==> src/rtl/acc_seq_pkg.sv <==
package acc_seq_pkg;
  typedef enum logic [2:0] {
    OPC_AND = 3'd0,
    OPC_ADD = 3'd1,
    OPC_LDA = 3'd2,
    OPC_STA = 3'd3,
    OPC_BUN = 3'd4,
    OPC_BSA = 3'd5,
    OPC_ISZ = 3'd6,
    OPC_SYS = 3'd7
  } opcode_e;

  localparam int OPC_COUNT = 8;
  localparam int LAST_STEP = 6;

  // register-reference bit positions (behaviour depends on them)
  localparam int RB_CLR_AC = 11;
  localparam int RB_CLR_E  = 10;
  localparam int RB_INV_AC = 9;
  localparam int RB_INV_E  = 8;
  localparam int RB_ROT_R  = 7;
  localparam int RB_ROT_L  = 6;
  localparam int RB_INC_AC = 5;
  localparam int RB_SK_POS = 4;
  localparam int RB_SK_NEG = 3;
  localparam int RB_SK_ZAC = 2;
  localparam int RB_SK_ZE  = 1;
  localparam int RB_STOP   = 0;
endpackage

==> src/rtl/acc_seq_timing.sv <==
module acc_seq_timing #(
  parameter int SC_W   = 4,
  parameter int NSTEPS = 7
) (
  input  logic              clk,
  input  logic              rst_n,
  input  logic              run,
  input  logic              clr,
  output logic [SC_W-1:0]   sc,
  output logic [NSTEPS-1:0] tstep
);
  localparam logic [SC_W-1:0] SC_ONE = {{(SC_W-1){1'b0}}, 1'b1};

  always_ff @(posedge clk) begin
    if (!rst_n)     sc <= '0;
    else if (run) begin
      if (clr)      sc <= '0;
      else          sc <= sc + SC_ONE;
    end
  end

  for (genvar g = 0; g < NSTEPS; g++) begin : g_step
    assign tstep[g] = run && (sc == SC_W'(g));
  end
endmodule

==> src/rtl/acc_seq_decode.sv <==
module acc_seq_decode #(
  parameter int DATA_W = 16,
  parameter int ADDR_W = 12
) (
  input  logic [DATA_W-1:0] ir,
  input  logic              ind,
  output logic [7:0]        opd,
  output logic              is_mref,
  output logic              is_rref,
  output logic              is_io
);
  localparam int OPC_LSB = ADDR_W;

  for (genvar g = 0; g < acc_seq_pkg::OPC_COUNT; g++) begin : g_opc
    assign opd[g] = (ir[OPC_LSB+2:OPC_LSB] == 3'(g));
  end

  assign is_mref = !opd[acc_seq_pkg::OPC_SYS];
  assign is_rref =  opd[acc_seq_pkg::OPC_SYS] && !ind;
  assign is_io   =  opd[acc_seq_pkg::OPC_SYS] &&  ind;

  logic unused_ok;
  assign unused_ok = &{1'b0, ir[ADDR_W-1:0], ir[DATA_W-1]};
endmodule

==> src/rtl/acc_seq_acc.sv <==
module acc_seq_acc #(
  parameter int DATA_W = 16
) (
  input  logic              clk,
  input  logic              rst_n,
  input  logic              do_and,
  input  logic              do_add,
  input  logic              do_lda,
  input  logic              rr_en,
  input  logic              clr_ac,
  input  logic              clr_e,
  input  logic              inv_ac,
  input  logic              inv_e,
  input  logic              rot_r,
  input  logic              rot_l,
  input  logic              inc_ac,
  input  logic [DATA_W-1:0] dr,
  output logic [DATA_W-1:0] ac,
  output logic              e
);
  localparam logic [DATA_W-1:0] ONE_D = {{(DATA_W-1){1'b0}}, 1'b1};

  logic [DATA_W-1:0] ac_n;
  logic              e_n;
  logic [DATA_W:0]   sum;

  assign sum = {1'b0, ac} + {1'b0, dr};

  always_comb begin
    ac_n = ac;
    e_n  = e;
    if (do_and)      ac_n = ac & dr;
    else if (do_add) {e_n, ac_n} = sum;
    else if (do_lda) ac_n = dr;
    else if (rr_en) begin
      if (clr_ac)      ac_n = '0;
      else if (inv_ac) ac_n = ~ac;
      else if (rot_r)  ac_n = {e, ac[DATA_W-1:1]};
      else if (rot_l)  ac_n = {ac[DATA_W-2:0], e};
      else if (inc_ac) ac_n = ac + ONE_D;
      if (clr_e)       e_n = 1'b0;
      else if (inv_e)  e_n = ~e;
      else if (rot_r)  e_n = ac[0];
      else if (rot_l)  e_n = ac[DATA_W-1];
    end
  end

  always_ff @(posedge clk) begin
    if (!rst_n) begin
      ac <= '0;
      e  <= 1'b0;
    end else begin
      ac <= ac_n;
      e  <= e_n;
    end
  end
endmodule

==> src/rtl/acc_seq_core.sv <==
module acc_seq_core #(
  parameter int DATA_W = 16,
  parameter int ADDR_W = 12,
  parameter int SC_W   = 4
) (
  input  logic              clk,
  input  logic              rst_n,
  output logic [ADDR_W-1:0] mem_addr,
  input  logic [DATA_W-1:0] mem_rdata,
  output logic [DATA_W-1:0] mem_wdata,
  output logic              mem_we,
  output logic [ADDR_W-1:0] pc_o,
  output logic [DATA_W-1:0] ac_o,
  output logic              e_o,
  output logic [SC_W-1:0]   step_o,
  output logic              running_o
);
  import acc_seq_pkg::*;

  localparam int NSTEPS = LAST_STEP + 1;
  localparam int IND_BIT = DATA_W - 1;
  localparam logic [ADDR_W-1:0] ONE_A = {{(ADDR_W-1){1'b0}}, 1'b1};
  localparam logic [DATA_W-1:0] ONE_D = {{(DATA_W-1){1'b0}}, 1'b1};

  logic [ADDR_W-1:0] pc, ar;
  logic [DATA_W-1:0] ir, dr, ac;
  logic              ind, run, e;
  logic [SC_W-1:0]   sc;
  logic [NSTEPS-1:0] t;
  logic [7:0]        opd;
  logic              is_mref, is_rref, is_io;

  // step-qualified controls
  logic ind_ld, rr, io, rd_dr, sta_wr, bun4, bsa4, bsa5, isz5, isz6;
  logic acop5, clr_sc, skip, stop;

  acc_seq_timing #(.SC_W(SC_W), .NSTEPS(NSTEPS)) timing_i (
    .clk(clk), .rst_n(rst_n), .run(run), .clr(clr_sc), .sc(sc), .tstep(t)
  );

  acc_seq_decode #(.DATA_W(DATA_W), .ADDR_W(ADDR_W)) decode_i (
    .ir(ir), .ind(ind), .opd(opd),
    .is_mref(is_mref), .is_rref(is_rref), .is_io(is_io)
  );

  assign ind_ld = t[3] && is_mref && ind;
  assign rr     = t[3] && is_rref;
  assign io     = t[3] && is_io;
  assign rd_dr  = t[4] && (opd[OPC_AND] || opd[OPC_ADD] || opd[OPC_LDA] || opd[OPC_ISZ]);
  assign sta_wr = t[4] && opd[OPC_STA];
  assign bun4   = t[4] && opd[OPC_BUN];
  assign bsa4   = t[4] && opd[OPC_BSA];
  assign bsa5   = t[5] && opd[OPC_BSA];
  assign isz5   = t[5] && opd[OPC_ISZ];
  assign isz6   = t[6] && opd[OPC_ISZ];
  assign acop5  = t[5] && (opd[OPC_AND] || opd[OPC_ADD] || opd[OPC_LDA]);
  assign clr_sc = rr || io || sta_wr || bun4 || bsa5 || acop5 || isz6;
  assign stop   = rr && ir[RB_STOP];

  assign skip = (rr && ((ir[RB_SK_POS] && !ac[DATA_W-1]) ||
                        (ir[RB_SK_NEG] &&  ac[DATA_W-1]) ||
                        (ir[RB_SK_ZAC] && (ac == '0))    ||
                        (ir[RB_SK_ZE]  && !e)))
             || (isz6 && (dr == '0));

  acc_seq_acc #(.DATA_W(DATA_W)) acc_i (
    .clk(clk), .rst_n(rst_n),
    .do_and(t[5] && opd[OPC_AND]),
    .do_add(t[5] && opd[OPC_ADD]),
    .do_lda(t[5] && opd[OPC_LDA]),
    .rr_en(rr),
    .clr_ac(ir[RB_CLR_AC]), .clr_e(ir[RB_CLR_E]),
    .inv_ac(ir[RB_INV_AC]), .inv_e(ir[RB_INV_E]),
    .rot_r(ir[RB_ROT_R]),   .rot_l(ir[RB_ROT_L]),
    .inc_ac(ir[RB_INC_AC]),
    .dr(dr), .ac(ac), .e(e)
  );

  always_ff @(posedge clk) begin
    if (!rst_n) begin
      pc  <= '0;
      ar  <= '0;
      ir  <= '0;
      dr  <= '0;
      ind <= 1'b0;
      run <= 1'b1;
    end else if (run) begin
      if (t[1])              pc <= pc + ONE_A;
      else if (bun4 || bsa5) pc <= ar;
      else if (skip)         pc <= pc + ONE_A;

      if (t[0])        ar <= pc;
      else if (t[2])   ar <= ir[ADDR_W-1:0];
      else if (ind_ld) ar <= mem_rdata[ADDR_W-1:0];
      else if (bsa4)   ar <= ar + ONE_A;

      if (t[1]) ir  <= mem_rdata;
      if (t[2]) ind <= ir[IND_BIT];

      if (rd_dr)     dr <= mem_rdata;
      else if (isz5) dr <= dr + ONE_D;

      if (stop) run <= 1'b0;
    end
  end

  always_comb begin
    mem_wdata = '0;
    if (sta_wr)    mem_wdata = ac;
    else if (bsa4) mem_wdata = {{(DATA_W-ADDR_W){1'b0}}, pc};
    else if (isz6) mem_wdata = dr;
  end

  assign mem_we    = sta_wr || bsa4 || isz6;
  assign mem_addr  = ar;
  assign pc_o      = pc;
  assign ac_o      = ac;
  assign e_o       = e;
  assign step_o    = sc;
  assign running_o = run;
endmodule

==> config.mk <==
export PLATFORM = sky130hd
export DESIGN_NAME = acc_seq_core
export DESIGN_NICKNAME = d
export VERILOG_FILES = /design/src/rtl/acc_seq_pkg.sv /design/src/rtl/acc_seq_timing.sv /design/src/rtl/acc_seq_decode.sv /design/src/rtl/acc_seq_acc.sv /design/src/rtl/acc_seq_core.sv
export SDC_FILE = /design/constraint.sdc
export NUM_CORES = 1
export LEC_CHECK = 0
export BUFFER_PORTS_ARGS = -buffer_cell sky130_fd_sc_hd__buf_2
export CAP_MARGIN = 20
export CORE_UTILIZATION = 35
export DETAILED_ROUTE_END_ITERATION = 12
export GPL_TIMING_DRIVEN = 0
export SYNTH_ARGS = -nofsm -noshare
export SYNTH_HDL_FRONTEND = slang
export SYNTH_SLANG_ARGS = --single-unit
==> constraint.sdc <==
create_clock -name clk -period 6.5 [get_ports clk]
set_input_delay 0.975 -clock clk [delete_from_list [all_inputs] [get_ports clk]]
set_output_delay 0.975 -clock clk [all_outputs]
set_load 0.05 [all_outputs]
==> flow_summary_export.csv <==
group,metric,value,unit
layout,utilization,0.410,
yosys,synth_flop_cell,"dfxtp_1",
route,drc,0,
yosys,synth_cell_types,76,
floorplan,io_pins,81,
yosys,synthAdderAreaFrac,0.0519,
critical_path,critPathCaptureType,"output port",
floorplan,dieArea,19600,µm²
critical_path,r2r-start,"dr[0]$_SDFFE_PN0P_",
layout,area.sequential,1580,µm²
route,drt_wl_total,28700,µm
yosys,synth.area.mux_share,0.0222,
layout,multi_input_area,4590,µm²
layout,fin_nets,1057,
placement,io_buffers,79,
clock_network,postCtsHoldBufs,0,
grt,antenna_found_initial,0,
yosys,synth_nets,965,
route,dr.pass1.iters,7,
sta,final_max_slew_viol_count,0,
placement,dp_hpwl,21500,µm
route,drt-initial-drc-count,1426,
clock_network,htree_levels,3,
yosys,synth_area,6650,µm²
sta,max_freq,232,MHz
clock_network,cts_sinks,79,
layout,num-fill-cells,2023,
sta,relSlewSlack,0.358,
layout,n_antenna_cell,0,
yosys,synth-edff-count,0,
grt,grt_max_degree,14,
grt,grt-ovfl-total,0,
critical_path,arrival,3340,ps
route,postRouteAntennaNets,0,
critical_path,cp-start-kind,"flip-flop",
sta,rsz0062_at_grt,"no",
critical_path,crit_required,5520,ps
floorplan,rows,50,
floorplan,start_util,0.357,
layout,syn2layout_area_growth,14.9,%
placement,gp_congestion,0.976,
power,power.leakage,2.89,nW
grt,grt_usage,0.291,
clock_network,clkLatencyLatePin,360,ps
yosys,synth_top_family_by_area,"compound AO/OA/AOI/OAI gates",
yosys,netlist_instances,920,
yosys,async_reset_ff_frac,0,
yosys,synth_warnings,0,
clock_network,root_buffer,"clkbuf_16",
power,vdd_drop_max,0.118,mV
yosys,synth_seq_cells,79,
power,power.density,185,nW/µm²
clock_network,clock_path_buffers,2,
sta,worstMarginPinSlew,955,ps
critical_path,critPathLaunch,"ir[12]$_SDFFE_PN0P_",
sta,layout_worst_path_cycle_share,0.664,
sta,fin_crit,4310,ps
critical_path,criticalPathCategory,"flip-flop to output port",
clock_network,cts_tree,"built",
layout,layout-drive-gt1-share,0.124,
floorplan,dieHeight,140,µm
route,vias,8044,
yosys,synthSimpleGateAreaFrac,0.227,
placement,placedCellCount,1235,
run_status,status,"finished, final reports clean",
yosys,synth_compound_area_frac,0.346,
clock_network,cts_resized,0,
job,maxCapViolCount,0,
floorplan,chipWidth,140,µm
route,avgViaCountPerCell,6.44,
sta,skew,9.44,ps
layout,instances_no_fill,1250,
yosys,seq_area_frac_synth,0.238,
yosys,synth-xor-area-share,0.0435,
route,routedWlPerCell,23.0,µm
clock_network,cts_buffers,9,
sta,setup_tns,0,ps
clock_network,clk_pin_slew,60,ps
sta,setup_viol,0,
critical_path,cp_max_fo,10,
grt,grt_pass1_wl,43400,µm
sta,hold_ws,459,ps
sta,final-hold-violation-count,0,
yosys,synth_area_per_cell,7.23,µm²
min_path,min-delay-start,"ir[15]$_SDFFE_PN0P_",
floorplan,core,18600,µm²
min_path,hp-class,"flip-flop to flip-flop",
grt,first_global_vias,7069,
clock_network,postCtsSetupRepairBufs,0,
-- power by group --
group	switching, mW	internal [mW]
clock	0.222	0.296
sequential	0.0354	0.508
combinational	0.249	0.104
-- logic make-up (layout without fill, tap and decap cells) --
family / after synthesis / after routing
buf+inv: 124 / 220
xor+xnor: 33 / 33
fa+ha+maj: 27 / 27
compound gates: 339 / 339
flops: 79 / 79
simple gates: 304 / 304
mux: 14 / 14
-- synthesized netlist by cell type (4+ instances only) --
library cell | instances | area share
clkbuf_1 | 72 | 0.041
nor4_1 | 20 | 0.019
inv_1 | 38 | 0.021
nand2b_1 | 6 | 0.0056
a22oi_1 | 14 | 0.016
nand2_1 | 95 | 0.054
or3_1 | 7 | 0.0066
nor3_1 | 24 | 0.018
and3_1 | 9 | 0.0085
a31oi_1 | 11 | 0.010
o2111ai_1 | 7 | 0.0092
a222oi_1 | 14 | 0.021
xnor2_1 | 15 | 0.020
o21bai_1 | 4 | 0.0045
nand4_1 | 17 | 0.016
o21a_1 | 4 | 0.0045
ha_1 | 26 | 0.049
a311oi_1 | 7 | 0.0092
o21ai_0 | 60 | 0.045
and2_1 | 9 | 0.0085
mux2_2 | 6 | 0.010
and4_1 | 6 | 0.0079
dfxtp_1 | 79 | 0.24
nor3b_1 | 4 | 0.0045
o211ai_1 | 9 | 0.010
a211o_1 | 5 | 0.0066
nand3_1 | 17 | 0.013
o2bb2ai_1 | 4 | 0.0053
nor2b_1 | 11 | 0.010
a21o_1 | 10 | 0.011
a221oi_1 | 7 | 0.0092
a21oi_1 | 96 | 0.072
nor2_1 | 64 | 0.036
buf_1 | 4 | 0.0023
o221a_2 | 4 | 0.0068
o22ai_1 | 13 | 0.012
mux2i_1 | 8 | 0.012
a22o_1 | 7 | 0.0092
buf_2 | 8 | 0.0060
xor2_1 | 18 | 0.024
a211oi_1 | 23 | 0.026
-- per-stage QoR --
step	setup WS (ps)	instance area [µm²]	power [mW]
after floorplan	2890	6650	0.785
after detailed placement	2710	7350	0.895
final	2190	7640	1.42
after global placement	2360	7340	0.894
after global routing	1920	7640	1.47
after CTS	2300	7640	1.41
-- worst max-delay path, stage by stage (launching register included) --
cell	delay, ps
dfxtp_1	420
clkbuf_1	510
nand2_1	210
nor4_1	510
buf_2	300
clkbuf_1	440
a222oi_1	240
inv_1	90
buf_2	260
-- per-layer routing --
| layer | vias up | track usage | share of wire |
|---|---|---|---|
| met1 | 3812 | 0.412 | 0.43 |
| met5 | - | 0 | 0 |
| met4 | 0 | 0.106 | 0.033 |
| met2 | 529 | 0.437 | 0.43 |
| met3 | 65 | 0.0520 | 0.10 |
| li1 | 3638 | - | - |
-- layout make-up --
| class | instances | share of cell area |
|---|---|---|
| multi-input combinational | 717 | 0.601 |
| sequential | 79 | 0.207 |
| timing repair buffer | 81 | 0.0534 |
| buffer | 85 | 0.0436 |
| tap | 234 | 0.0383 |
| clock buffer | 10 | 0.0300 |
| inverter | 39 | 0.0192 |
| clock inverter | 5 | 0.00770 |
-- state kept, by name (all words and copies together) (netlist names) --
name,count
timing_i.sc,4
pc_o,12
mem_addr,12
dr,16
running_o,1
acc_i.e,1
ind,1
ir,16
acc_i.ac,16
-- final timing paths --
path	endpoint	slack, ps	cells after the start
max	mem_wdata[10]	2190	8
min	ir[15]$_SDFFE_PN0P_	460	2
max reg2reg	acc_i.e$_SDFFE_PN0P_	3320	8
min reg2reg	ir[15]$_SDFFE_PN0P_	460	2
-- cells in the final DEF, fill, tap and decap left out, drive strengths merged, types with 13 or more instances in the layout --
| master | count |
|---|---|
| clkbuf | 82 |
| nor3 | 24 |
| nor4 | 21 |
| xnor2 | 15 |
| o21ai | 62 |
| xor2 | 18 |
| nand4 | 17 |
| nand3 | 17 |
| a211oi | 24 |
| buf | 94 |
| ha | 26 |
| nor2 | 64 |
| a222oi | 14 |
| o22ai | 13 |
| a21oi | 96 |
| a22oi | 14 |
| inv | 40 |
| dfxtp | 79 |
| nand2 | 95 |
(Power assumes the default switching activity.)
